===== src/rtl/bubble_fifo.sv =====
module bubble_fifo #(
  parameter int DEPTH = 64,
  parameter int WIDTH = 4
) (
  input  logic             clk,
  input  logic             mrst,
  input  logic             shift_in,
  input  logic [WIDTH-1:0] din,
  input  logic             shift_out,
  output logic [WIDTH-1:0] dout,
  output logic             in_rdy,
  output logic             out_rdy
);
  localparam int LAST = DEPTH - 1;

  logic [DEPTH-1:0] vld;
  logic [DEPTH-1:0] vld_nx;
  logic [LAST-1:0]  adv;
  logic [WIDTH-1:0] word_q [DEPTH];
  logic             take;
  logic             give;

  assign in_rdy  = ~vld[0];
  assign out_rdy = vld[LAST];
  assign dout    = word_q[LAST];
  assign take    = shift_in & in_rdy;
  assign give    = shift_out & out_rdy;

  // a word moves only into a stage that was empty at this edge
  assign adv = vld[LAST-1:0] & ~vld[LAST:1];

  always_comb begin
    vld_nx[0] = take | (vld[0] & ~adv[0]);
    for (int i = 1; i < LAST; i++)
      vld_nx[i] = adv[i-1] | (vld[i] & ~adv[i]);
    vld_nx[LAST] = adv[LAST-1] | (vld[LAST] & ~give);
  end

  always_ff @(posedge clk or posedge mrst) begin
    if (mrst) begin
      vld <= '0;
      for (int i = 0; i < DEPTH; i++) word_q[i] <= '0;
    end else begin
      vld <= vld_nx;
      if (take) word_q[0] <= din;
      for (int i = 1; i < DEPTH; i++)
        if (adv[i-1]) word_q[i] <= word_q[i-1];
    end
  end
endmodule


===== config.mk =====
export PLATFORM = sky130hd
export DESIGN_NAME = bubble_fifo
export DESIGN_NICKNAME = d
export VERILOG_FILES = /design/src/rtl/bubble_fifo.sv
export SDC_FILE = /design/constraint.sdc
export NUM_CORES = 1
export LEC_CHECK = 0
export ABC_CLOCK_PERIOD_IN_PS = 35200
export BUFFER_PORTS_ARGS = -buffer_cell sky130_fd_sc_hd__buf_4
export CAP_MARGIN = 10
export CORE_ASPECT_RATIO = 1.4
export CORE_MARGIN = 2
export CORE_UTILIZATION = 43
export CTS_CLUSTER_SIZE = 12
export DETAILED_ROUTE_END_ITERATION = 16
export PLACE_DENSITY = 0.61
export SLEW_MARGIN = 20
export SYNTH_ARGS = -nofsm -noshare
export SYNTH_HDL_FRONTEND = slang
export SYNTH_SLANG_ARGS = --single-unit

===== constraint.sdc =====
create_clock -name clk -period 35.2 [get_ports clk]
set_input_delay 7.04 -clock clk [delete_from_list [all_inputs] [get_ports clk]]
set_output_delay 7.04 -clock clk [all_outputs]
set_load 0.02 [all_outputs]

==> metrics.md <==
| Metric | Value |
|---|---|
| Status | completed |
| Number of distinct library cells after synthesis | 13 |
| Summed instance area of the synthesized netlist | 12,300 um2 |
| Filler cell count in the final layout | 2,348 |
| Number of diodes added for antenna fixing | 0 |
| Routed via count | 5,568 |
| DRC violations left | 0 |
| Timing startpoint of the critical path | mrst |
| Leakage | 7.09 nW |
| Via density | 4.87 |
| Multi-input combinational cell area | 4250 um2 |
| Startpoint-to-endpoint class of the critical path | input pin to async pin |
| Dominant cell type by area after synthesis | sky130_fd_sc_hd__dfrtp_1 |
| Power per cell area | 66.1 nW/um2 |
| Count of boundary I/O pins | 14 |
| Half-perimeter wire length of the detailed placement result | 12,200 um |
| Worst Hold Path EP | word_q[245] |
| CP Max Fanout | 161 |
| Clk_lat worst skew | 550 ps |
| Share of the synthesized area in the top cell type | 0.651 |
| Non-filler instance count after layout | 1,144 |
| Yosys warnings | 0 |
| Worst slew margin relative to its limit | 0.380 |
| Arrival time at the worst endpoint | 9210 ps |
| Syn_nets | 720 |
| Layout overhead on the synthesized area | 11.6% |
| Dpl cells | 1,098 |
| Overflow left after global routing | 0 |
| Critical path buffers and inverters | 4 |
| Startpoint type of the worst setup path | input pin |
| Post-placement worst setup slack | 25,210 ps |
| Fraction of final layout cells with drive strength greater than 1 | 0.481 |
| Post-Route Setup TNS | 0 ps |
| Origin of the worst min-delay path | word_q[245] |
| R2R depth | 2 |
| Wire length of the first global-routing pass | 31,000 um |
| Net count, final | 764 |
| Setup repair after global routing missed its margin | no |
| Max Cap Violations | 0 |
| Initial antenna violation count | 0 |
| Count of pins over their slew limit | 0 |
| Most numerous cell types in the synthesized netlist | 320 x sky130_fd_sc_hd__dfrtp_1, 252 x sky130_fd_sc_hd__mux2_2, 62 x sky130_fd_sc_hd__a21o_1 |
| Highest achievable clock rate | 0.116 GHz |
| Worst stage delay on the critical path | 860 ps |
| Worst hold stages | 1 |
| Most used flip-flop cell after synthesis | sky130_fd_sc_hd__dfrtp_1 |
| Critical Path, Cell by Cell | buf_4 > clkinv_8 > buf_4 > buf_6 |
| Mapped Cells | 712 |
| Cell type of the slowest stage on the worst timing path | sky130_fd_sc_hd__buf_4 |
| Most common cell on crit path | sky130_fd_sc_hd__buf_4 |
| Number of violations reported at the end of detailed-routing iteration 0 | 225 |
| Core area | 28,200 um2 |
| Average wire per cell in the routed design | 15.4 um |
| Final setup margin | 26,580 ps |
| Initial Util | 0.436 |
| Residual antenna-violating net count after detailed routing | 0 |
| Reg-to-reg setup timing slack | 34,020 ps |
| Final min period | 8620 ps |
| Number of buffers added for setup after CTS | 0 |
| Die Width | 147 um |
| Endpoint of the worst-slack reg-to-reg timing path | word_q[32] |
| Origin of the critical flop-to-flop path | vld[54] |
| Number of enable-type register cells in the synthesized netlist | 0 |
| Vias in the first global route | 6,442 |
| Standard-cell row count | 73 |
| Clock Sinks | 320 |
| Critical path endpoint category | async pin |
| Quantity of hold-fixing buffers added after cts | 0 |
| Number of port buffers | 13 |
| Pin count of the biggest net entering global routing | 162 |
| Async set-reset flop share out of synthesis | 1.00 |
| Synthesized area per cell | 17.3 um2 |
| Worst hold path type | register to register |
| Maximum ir drop on the vdd rail | 0.0470 mV |
| Vert. Die Dim | 204 um |
| Share of the yosys chip area belonging to registers | 0.651 |
| Most frequent cell after synthesis | sky130_fd_sc_hd__dfrtp_1 |
| Final Hold Vio Count | 0 |
| Register area | 8010 um2 |
| Total Routed Length | 17,600 um |
| Clk root buf | sky130_fd_sc_hd__clkbuf_16 |
| Most area-consuming cells after synthesis | sky130_fd_sc_hd__dfrtp_1 65%, sky130_fd_sc_hd__mux2_2 23%, sky130_fd_sc_hd__nor2b_4 6.8% |
| CTS clk-pin slew, worst paths | 60 ps |
| Placer Congestion | 0.697 |
| Power, Total | 0.000906 W |
| # H-tree levels | 1 |
| Number of gates given a new drive strength after cts | 0 |
| Final Setup Violations | 0 |
| Period utilization | 0.245 |
| Maximum count of clock buffers along a single path | 3 |
| Post-synthesis sequential element count | 320 |
| Die area | 30,000 um2 |
| Number of buffers created by CTS | 31 |
| Data required time of the worst path | 35,790 ps |
| TritonCTS clock tree | built |
| Global-route usage over all layers | 0.123 |
| Cell type group with the largest total delay on the critical path | buffers and inverters |
| Pin slew with the least headroom to its limit | 930 ps |
| Clock skew after layout | 14.9 ps |
| Length of the first detailed-routing pass in iterations | 4 |
flip-flops by register name, indices dropped and copies added (netlist names):
register,flops
vld,64
word_q,252
dout,4
layout make-up:
| class | count | area share |
|---|---|---|
| sequential | 320 | 0.584 |
| multi-input combinational | 386 | 0.310 |
| clock buffer | 45 | 0.0618 |
| tap | 375 | 0.0342 |
| timing repair buffer | 15 | 0.00848 |
| inverter | 2 | 0.00146 |
| clock inverter | 1 | 0.000639 |
layout by cell type (no fill, tap or decap):
cell                        instances
sky130_fd_sc_hd__mux2_2           252
sky130_fd_sc_hd__nor2_1             1
sky130_fd_sc_hd__a21o_1            62
sky130_fd_sc_hd__clkinv_8           1
sky130_fd_sc_hd__inv_1              1
sky130_fd_sc_hd__clkbuf_1          12
sky130_fd_sc_hd__buf_6              1
sky130_fd_sc_hd__nor2b_4           61
sky130_fd_sc_hd__nand2b_2           1
sky130_fd_sc_hd__nor2b_2            1
sky130_fd_sc_hd__dfrtp_1          320
sky130_fd_sc_hd__and2b_4            1
sky130_fd_sc_hd__clkbuf_16         31
sky130_fd_sc_hd__nand2_1            2
sky130_fd_sc_hd__inv_6              1
sky130_fd_sc_hd__a21oi_1            1
sky130_fd_sc_hd__buf_4             14
sky130_fd_sc_hd__mux2_4             4
sky130_fd_sc_hd__clkbuf_8           2
per-stage QoR:
stage          hold slack [ps]  area (um2)  utilization
5_1_grt                    513       13700        0.486
6_report                   499       13700        0.486
3_3_place_gp               487       12900        0.455
2_1_floorplan              474       12300            -
4_1_cts                    496       13700        0.486
3_5_place_dp               491       12900        0.455
per-layer routing:
layer / vias up / GRT usage / wire [um]
met1: 2885 / 0.146 / 7000
met2: 54 / 0.229 / 9660
met5: - / 0 / 0
met4: 0 / 0.0374 / 361
li1: 2600 / - / -
met3: 29 / 0.0196 / 550
cells by family (layout without fill, tap and decap cells):
logic type,count (synthesis),after routing,share of synthesized area
DFF,320,320,0.651
buffers and inverters,6,63,0.00305
muxes,256,256,0.236
and+or+nand+nor,67,67,0.0715
AOI/OAI and AO/OA,63,63,0.0383
how the worst max path moves through the flow:
stage                              to  slack (ps)  cells past startpoint
after floorplan               dout[0]       19300                      1
after global placement    word_q[248]       25410                      4
after detailed placement  word_q[248]       25210                      4
after CTS                 word_q[248]       25790                      4
after global routing      word_q[232]       26090                      4
final                     word_q[209]       26580                      4
where the power goes:
group | switching [W] | internal [W] | leakage [nW]
combinational | 0.0000549 | 0.0000937 | 2.32
clock | 0.000124 | 0.000164 | 0.415
sequential | 0.0000476 | 0.000422 | 4.35
No activity file was read; power rests on OpenSTA's default activity.
